$ cat src/rtl/urxg_pkg.sv
package urxg_pkg;
   // odd parity bit for one bus byte: byte plus bit carries an odd count of ones
   function automatic logic odd_par(input logic [7:0] d);
      return ~(^d);
   endfunction
endpackage

$ cat src/rtl/urxg_cell_mem.sv
module urxg_cell_mem #(
   parameter int W          = 8,
   parameter int DEPTH      = 5,
   parameter int CELL_BYTES = 53,
   localparam int SW   = $clog2(DEPTH),
   localparam int BW   = $clog2(CELL_BYTES),
   localparam int SIZE = DEPTH * CELL_BYTES,
   localparam int AW   = $clog2(SIZE)
) (
   input  logic          clk,
   input  logic          we,
   input  logic [SW-1:0] wslot,
   input  logic [BW-1:0] wbyte,
   input  logic [W-1:0]  wdata,
   input  logic [SW-1:0] rslot,
   input  logic [BW-1:0] rbyte,
   output logic [W-1:0]  rdata
);
   logic [W-1:0] store [SIZE];
   logic [AW-1:0] waddr, raddr;

   assign waddr = AW'(int'(wslot) * CELL_BYTES + int'(wbyte));
   assign raddr = AW'(int'(rslot) * CELL_BYTES + int'(rbyte));

   always_ff @(posedge clk) begin
      if (we) store[waddr] <= wdata;
   end

   assign rdata = store[raddr];
endmodule

$ cat src/rtl/urxg_ctrl.sv
module urxg_ctrl #(
   parameter int DEPTH      = 5,
   parameter int KEEP       = 4,
   parameter int CELL_BYTES = 53,
   localparam int SW = $clog2(DEPTH),
   localparam int BW = $clog2(CELL_BYTES),
   localparam int CW = $clog2(DEPTH + 1)
) (
   input  logic          clk,
   input  logic          rst_n,
   input  logic          cfg_we,
   input  logic          cfg_standby,
   input  logic          cell_valid,
   input  logic          cell_soc,
   input  logic          atm_rd_en,
   output logic          wr_en,
   output logic [SW-1:0] wr_slot,
   output logic [BW-1:0] wr_byte,
   output logic [SW-1:0] rd_slot,
   output logic [BW-1:0] rd_byte,
   output logic          rd_first,
   output logic          have_cell,
   output logic          sby_eff
);
   if (DEPTH < 2)       begin : g_bad_depth $error("DEPTH must be at least 2"); end
   if (KEEP < 1)        begin : g_bad_keep  $error("KEEP must be at least 1"); end
   if (KEEP >= DEPTH)   begin : g_bad_ratio $error("KEEP must be below DEPTH"); end
   if (CELL_BYTES < 2)  begin : g_bad_cell  $error("CELL_BYTES must be at least 2"); end

   logic          standby_req, sby_q;
   logic [SW-1:0] wslot_q, rslot_q;
   logic [BW-1:0] wbyte_q, rbyte_q, wbyte_cur;
   logic [CW-1:0] cnt_q;
   logic          wbusy_q, wdrop_q;
   logic          full, in_start, in_take, in_last, drop_now;
   logic          wr_done, drop_start, drop_done, rd_xfer, rd_last, pop;

   function automatic logic [SW-1:0] nxt(input logic [SW-1:0] s);
      return (s == SW'(DEPTH - 1)) ? '0 : s + 1'b1;
   endfunction

   always_comb begin
      rd_first   = (rbyte_q == '0);
      sby_eff    = rd_first ? standby_req : sby_q;
      full       = (cnt_q == CW'(DEPTH));
      in_start   = cell_valid & cell_soc;
      in_take    = cell_valid & (cell_soc | wbusy_q);
      wbyte_cur  = cell_soc ? '0 : wbyte_q;
      drop_now   = in_start ? (full & ~sby_eff) : wdrop_q;
      wr_en      = in_take & ~drop_now;
      in_last    = in_take & (wbyte_cur == BW'(CELL_BYTES - 1));
      wr_done    = wr_en & in_last;
      drop_start = in_start & sby_eff & full;
      drop_done  = wr_done & sby_eff & (cnt_q >= CW'(KEEP));
      rd_xfer    = ~sby_eff & atm_rd_en & (cnt_q != '0);
      rd_last    = rd_xfer & (rbyte_q == BW'(CELL_BYTES - 1));
      pop        = rd_last | drop_start | drop_done;
   end

   always_ff @(posedge clk) begin
      if (!rst_n) begin
         standby_req <= 1'b0;
         sby_q       <= 1'b0;
         wslot_q     <= '0;
         rslot_q     <= '0;
         wbyte_q     <= '0;
         rbyte_q     <= '0;
         cnt_q       <= '0;
         wbusy_q     <= 1'b0;
         wdrop_q     <= 1'b0;
      end else begin
         if (cfg_we) standby_req <= cfg_standby;
         sby_q <= sby_eff;
         if (in_take) begin
            wbusy_q <= ~in_last;
            wbyte_q <= in_last ? '0 : wbyte_cur + 1'b1;
         end
         if (in_start) wdrop_q <= full & ~sby_eff;
         if (wr_done)  wslot_q <= nxt(wslot_q);
         if (pop)      rslot_q <= nxt(rslot_q);
         if (rd_xfer)  rbyte_q <= rd_last ? '0 : rbyte_q + 1'b1;
         cnt_q <= cnt_q + CW'(wr_done) - CW'(pop);
      end
   end

   assign wr_slot   = wslot_q;
   assign wr_byte   = wbyte_cur;
   assign rd_slot   = rslot_q;
   assign rd_byte   = rbyte_q;
   assign have_cell = (cnt_q != '0);

   a_r9_cnt_bound: assert property (@(posedge clk) disable iff (!rst_n)
      cnt_q <= CW'(DEPTH));
   a_r7_keep_limit: assert property (@(posedge clk) disable iff (!rst_n)
      (wr_done && sby_eff && cnt_q >= CW'(KEEP)) |=> cnt_q == $past(cnt_q));
   a_r6_mode_at_boundary: assert property (@(posedge clk) disable iff (!rst_n)
      (sby_q != $past(sby_q)) |-> $past(rd_first));
   a_r3_no_read_standby: assert property (@(posedge clk) disable iff (!rst_n)
      sby_eff |=> rbyte_q == '0);
endmodule

$ cat src/rtl/urxg_pins.sv
module urxg_pins #(
   parameter int NGRP = 5
) (
   input  logic       rst_n,
   input  logic       clk,
   input  logic [7:0] rdata,
   input  logic       rd_first,
   input  logic       have_cell,
   input  logic       sby_eff,
   input  logic       tx_clav_in,
   output logic [7:0] rx_data,
   output logic       rx_prty,
   output logic       rx_soc,
   output logic       rx_clav,
   output logic       tx_clav,
   output logic [NGRP-1:0] oe_vec
);
   import urxg_pkg::*;

   if (NGRP != 5) begin : g_bad_grp $error("five pin groups expected"); end

   for (genvar g = 0; g < NGRP; g++) begin : g_oe
      assign oe_vec[g] = ~sby_eff;
   end

   assign rx_data = rdata;
   assign rx_prty = odd_par(rdata);
   assign rx_clav = have_cell;
   assign rx_soc  = have_cell & rd_first;
   assign tx_clav = tx_clav_in;

   a_r4_soc_needs_clav: assert property (@(posedge clk) disable iff (!rst_n)
      rx_soc |-> rx_clav);
endmodule

$ cat src/rtl/urxg_gate.sv
module urxg_gate #(
   parameter int DEPTH      = 5,
   parameter int KEEP       = 4,
   parameter int CELL_BYTES = 53
) (
   input  logic       clk,
   input  logic       rst_n,
   input  logic       cfg_we,
   input  logic       cfg_standby,
   input  logic       cell_valid,
   input  logic [7:0] cell_data,
   input  logic       cell_soc,
   input  logic       atm_rd_en,
   input  logic       tx_clav_in,
   output logic [7:0] rx_data,
   output logic       rx_data_oe,
   output logic       rx_prty,
   output logic       rx_prty_oe,
   output logic       rx_soc,
   output logic       rx_soc_oe,
   output logic       rx_clav,
   output logic       rx_clav_oe,
   output logic       tx_clav,
   output logic       tx_clav_oe
);
   localparam int SW = $clog2(DEPTH);
   localparam int BW = $clog2(CELL_BYTES);

   logic          wr_en, rd_first, have_cell, sby_eff;
   logic [SW-1:0] wr_slot, rd_slot;
   logic [BW-1:0] wr_byte, rd_byte;
   logic [7:0]    rdata;
   logic [4:0]    oe_vec;

   urxg_ctrl #(.DEPTH(DEPTH), .KEEP(KEEP), .CELL_BYTES(CELL_BYTES)) u_ctrl (
      .clk(clk), .rst_n(rst_n), .cfg_we(cfg_we), .cfg_standby(cfg_standby),
      .cell_valid(cell_valid), .cell_soc(cell_soc), .atm_rd_en(atm_rd_en),
      .wr_en(wr_en), .wr_slot(wr_slot), .wr_byte(wr_byte),
      .rd_slot(rd_slot), .rd_byte(rd_byte), .rd_first(rd_first),
      .have_cell(have_cell), .sby_eff(sby_eff));

   urxg_cell_mem #(.W(8), .DEPTH(DEPTH), .CELL_BYTES(CELL_BYTES)) u_mem (
      .clk(clk), .we(wr_en), .wslot(wr_slot), .wbyte(wr_byte), .wdata(cell_data),
      .rslot(rd_slot), .rbyte(rd_byte), .rdata(rdata));

   urxg_pins #(.NGRP(5)) u_pins (
      .rst_n(rst_n), .clk(clk), .rdata(rdata), .rd_first(rd_first),
      .have_cell(have_cell), .sby_eff(sby_eff), .tx_clav_in(tx_clav_in),
      .rx_data(rx_data), .rx_prty(rx_prty), .rx_soc(rx_soc), .rx_clav(rx_clav),
      .tx_clav(tx_clav), .oe_vec(oe_vec));

   assign rx_data_oe = oe_vec[0];
   assign rx_prty_oe = oe_vec[1];
   assign rx_soc_oe  = oe_vec[2];
   assign rx_clav_oe = oe_vec[3];
   assign tx_clav_oe = oe_vec[4];

   a_r2_clav_released: assert property (@(posedge clk) disable iff (!rst_n)
      $past(rx_clav_oe) && !rx_clav_oe |-> $past(rd_first) || rd_first);
endmodule

$ cat config.mk
export PLATFORM = sky130hd
export DESIGN_NAME = urxg_gate
export DESIGN_NICKNAME = d
export VERILOG_FILES = /design/src/rtl/urxg_pkg.sv /design/src/rtl/urxg_cell_mem.sv /design/src/rtl/urxg_ctrl.sv /design/src/rtl/urxg_pins.sv /design/src/rtl/urxg_gate.sv
export SDC_FILE = /design/constraint.sdc
export NUM_CORES = 2
export LEC_CHECK = 0
export ABC_CLOCK_PERIOD_IN_PS = 6450
export CAP_MARGIN = 20
export CORE_ASPECT_RATIO = 1.25
export CORE_UTILIZATION = 57
export CTS_BUF_LIST = sky130_fd_sc_hd__clkbuf_4 sky130_fd_sc_hd__clkbuf_8
export CTS_CLUSTER_SIZE = 25
export DETAILED_ROUTE_END_ITERATION = 7
export PLACE_DENSITY = 0.82
export SLEW_MARGIN = 20
export SYNTH_ARGS = -nofsm -noshare
export SYNTH_HDL_FRONTEND = slang
export SYNTH_HIERARCHICAL = 1
export SYNTH_SLANG_ARGS = --single-unit
$ cat constraint.sdc
create_clock -name clk -period 6.45 [get_ports clk]
set_clock_uncertainty 0.15 [all_clocks]
set_input_delay 0.645 -clock clk [delete_from_list [all_inputs] [get_ports clk]]
set_output_delay 0.645 -clock clk [all_outputs]
set_load 0.1 [all_outputs]
==> impl_metrics.json <==
{
  "irDropWorstVdd_uv": 215.9,
  "crit_type": "reg -> out",
  "drv_slew": 0,
  "syn_avg_cell_area_um2": 20.36,
  "start_util_pct": 57.56,
  "ys_ff_latch": 2145,
  "drt-initial-drc-count": 8606,
  "final_area_um2": 100200,
  "power_uw": 27180,
  "gp_congestion": 1.025,
  "clock_latency_ns": 1.06,
  "fmax_mhz": 151.8,
  "die_y_um": 435.2,
  "synthArstFlopShare_pct": 0,
  "clk_transition_reported_paths_ns": 0.07,
  "grt_pass1_wl_um": 353400,
  "syn_nets": 4270,
  "die_w_um": 348.6,
  "synth_cells": 4204,
  "ys_types": 77,
  "ys.flop_type": "edfxtp_1",
  "die_area_um2": 151700,
  "path_cells": "ha_4 > ha_4 > inv_2 > fa_4 > buf_12 > buf_12 > inv_12 > a21oi_4 > buf_12 > buf_4 > nand3_1 > nand3_1 > o221ai_1 > a31o_1 > a31o_1 > xnor2_2 > xnor2_1 > xnor2_1 > buf_4 > buf_12",
  "rr_startpoint": "u_ctrl/wr_slot[0]",
  "syn_area_um2": 85570,
  "drt_first_pass_iters": 8,
  "ys_seq_area_share_pct": 74.98,
  "rsz0062_at_grt": "yes",
  "cpLargestDelayFamily": "adder cells",
  "routed_wl_um": 253500,
  "p_leak_uw": 0.03167,
  "cts_inserted_buffers": 328,
  "root_buffer": "clkbuf_8",
  "grt_use_total_pct": 33.34,
  "nNetsFinal": 4903,
  "placedInstanceArea_um2": 91740,
  "max_slew_margin_pct": 14.86,
  "fin_crit_sh_pct": 102.1,
  "max-cap-violations": 0,
  "drive_above_1_share_pct": 36.38,
  "yosysWarnings": 6,
  "dr_total_vias": 49900,
  "slowest_delay_ns": 0.84,
  "htree_levels": 5,
  "clkSinkCount": 2145,
  "startpoint": "u_ctrl/rd_slot[0]",
  "powerDensity_nw_per_um2": 271.3,
  "grt_max_degree": 204,
  "cp-end-kind": "output port",
  "core_um2": 148700,
  "rows": 158,
  "run_status": "finished, violations left",
  "drc_errors": 91,
  "worst_pin_slew_ns": 1.271,
  "syn_to_final_growth_pct": 17.05,
  "crit_path_max_fanout": 14,
  "port_buffers": 30,
  "finalHoldViolCount": 0,
  "hpwl_um": 155700,
  "wire_per_inst_um": 35.78,
  "cts_buffer_depth": 4,
  "ant_nets": 0,
  "fin_util_pct": 67.38,
  "grt_pass1_vias": 49150,
  "gr-total-overflow": 0,
  "synth-edff-count": 2120,
  "io_pins": 33,
  "hold_path.startpoint": "cell_data[2]",
  "crit_slowest_cell": "fa_4",
  "arrival_ns": 5.79,
  "antenna_found_initial": 8,
  "crit_path_start_kind": "register",
  "setup_violations": 1,
  "crit_top_cell": "buf_12",
  "finalCriticalPeriod_ns": 6.586,
  "cts_tree": "done",
  "holdCritPathClass": "in -> reg",
  "fin_ws_ns": -0.1362,
  "required_ns": 5.65,
  "viasPerCell": 7.044,
  "path_buf_inv": 8,
  "violations": "design-rule violations, negative setup slack"
}
-- repair_timing --
action                     in CTS  in global routing
resized for setup              95                 59
cloned                          8                  2
setup buffers                  49                 44
setup endpoints to repair       7                  2
hold endpoints to repair       62                  0
pin swaps                      30                 38
hold buffers                    1                  0
-- per-stage QoR --
stage	hold WS, ns	worst slack, ns	TNS [ns]	instances
2_1_floorplan	0.2824	0.3593	0	4204
4_1_cts	0.01154	-0.05857	-0.05857	7038
6_report	0.08065	-0.1362	-0.1362	7085
5_1_grt	0.06683	-0.1441	-0.1441	7082
3_5_place_dp	0.2982	0.2026	0	6407
3_3_place_gp	0.2898	0.2086	0	6406
-- where the power goes --
group	total (µW)	internal, µW	leakage, µW	switching, µW
combinational	404	71.7	0.00899	332
clock	11500	6220	0.00342	5240
sequential	15300	15300	0.0193	2.63
-- routing by layer --
metal,routed length [µm],global-route usage (%),up-vias
met4,25150,26.44,8
met1,77970,40.09,24810
met2,115200,50.16,4883
met5,108,0.3827,-
met3,35070,10.29,1276
li1,-,-,18930
-- Yosys cell counts (4+ instances only) --
cell          n  share of area (%)
inv_1        35               0.15
nor4_1      128               0.94
o2111ai_1    10               0.10
edfxtp_1   2120                 74
xnor2_1      22               0.23
buf_4        50               0.44
a31o_1        5              0.051
o221ai_1     15               0.15
dfxtp_1      25               0.58
nand2b_1     10              0.073
a32oi_1      13               0.13
mux4_2      543                 14
a311oi_1      7              0.072
o21a_1        8              0.070
o31ai_1       4              0.035
a21o_1        6              0.053
a211oi_1     18               0.16
o21ai_1       6              0.035
nand2_1     256                1.1
a21oi_1      52               0.30
buf_1        18              0.079
clkbuf_1    120               0.53
nor3_1      159               0.93
o211ai_1      4              0.035
a31oi_1       9              0.066
o21ai_0      16              0.094
buf_6        28               0.37
mux2i_1      59               0.69
and3_1        7              0.051
a21oi_2       4              0.041
o22ai_1      25               0.18
fa_1          5               0.12
xor2_1       11               0.11
nand4b_1      4              0.041
nor2_1       59               0.26
ha_1         45               0.66
a22oi_1      70               0.61
and2_1        9              0.066
nand4_1      21               0.15
nand3_1      67               0.39
nor2b_1      11              0.080
buf_2        61               0.36
-- flip-flops by register name, indices dropped and copies added, names as in the netlist --
signal	flops
u_ctrl/wdrop_q	1
u_ctrl/cnt_q	3
u_ctrl/wr_slot	3
u_ctrl/wbyte_q	6
u_ctrl/wbusy_q	1
u_mem/store	2120
u_ctrl/standby_req	1
u_ctrl/sby_q	1
u_ctrl/rd_slot	3
u_ctrl/rd_byte	6
-- worst register-to-register path, cell delays in order, from the launching register on --
cell and delay [ns]:
dfxtp_1 0.49, ha_1 0.25, xor2_1 0.16, ha_1 0.25
ha_1 0.36, a21oi_1 0.16, o21ai_0 0.18, a21oi_1 0.20
o21bai_1 0.11, xnor2_2 0.97, buf_12 0.36, nand2_2 0.10
buf_4 0.36, nor3_1 0.46, buf_4 0.25
-- final cells by class --
cell class	count	area [µm²]
multi-input combinational	1743	21270
clock buffer	410	5155
tap	2000	2502
timing repair buffer	583	5540
inverter	36	147.6
sequential	2145	64180
clock inverter	163	1359
antenna	5	12.51
fill	8662	48500
-- kinds of logic (layout without fill, tap and decap cells) --
group / Yosys count / in the layout / share of synthesized area (%)
AOI/OAI and AO/OA: 309 / 309 / 2.627
xor gates and xnor gates: 34 / 34 / 0.3568
adders and majority gates: 50 / 50 / 0.7749
buffers and inverters: 317 / 1192 / 2.009
DFF: 2145 / 2145 / 74.98
muxes: 604 / 604 / 15.01
other: 0 / 5 / 0
and+or+nand+nor: 745 / 746 / 4.242
-- path summary, 6_finish.rpt --
kind                               to  slack (ns)  cells past startpoint
setup / recovery              rx_prty       -0.14                     20
hold / removal    u_mem/store[124][2]        0.08                      1
setup reg to reg   u_mem/store[14][4]        1.33                     14
hold reg to reg     u_ctrl/wbyte_q[1]        0.31                      2
-- placed cells by master, fill, tap and decap left out, drive strengths merged, types with 45 or more instances in the layout --
cell type	n
mux2i	59
nand3	67
nor4	128
ha	45
nor2	62
clkinv	128
mux4	543
nor3	159
a21oi	56
nand2	256
a22oi	70
buf	557
clkbuf	420
edfxtp	2120
(Power assumes the default switching activity.)
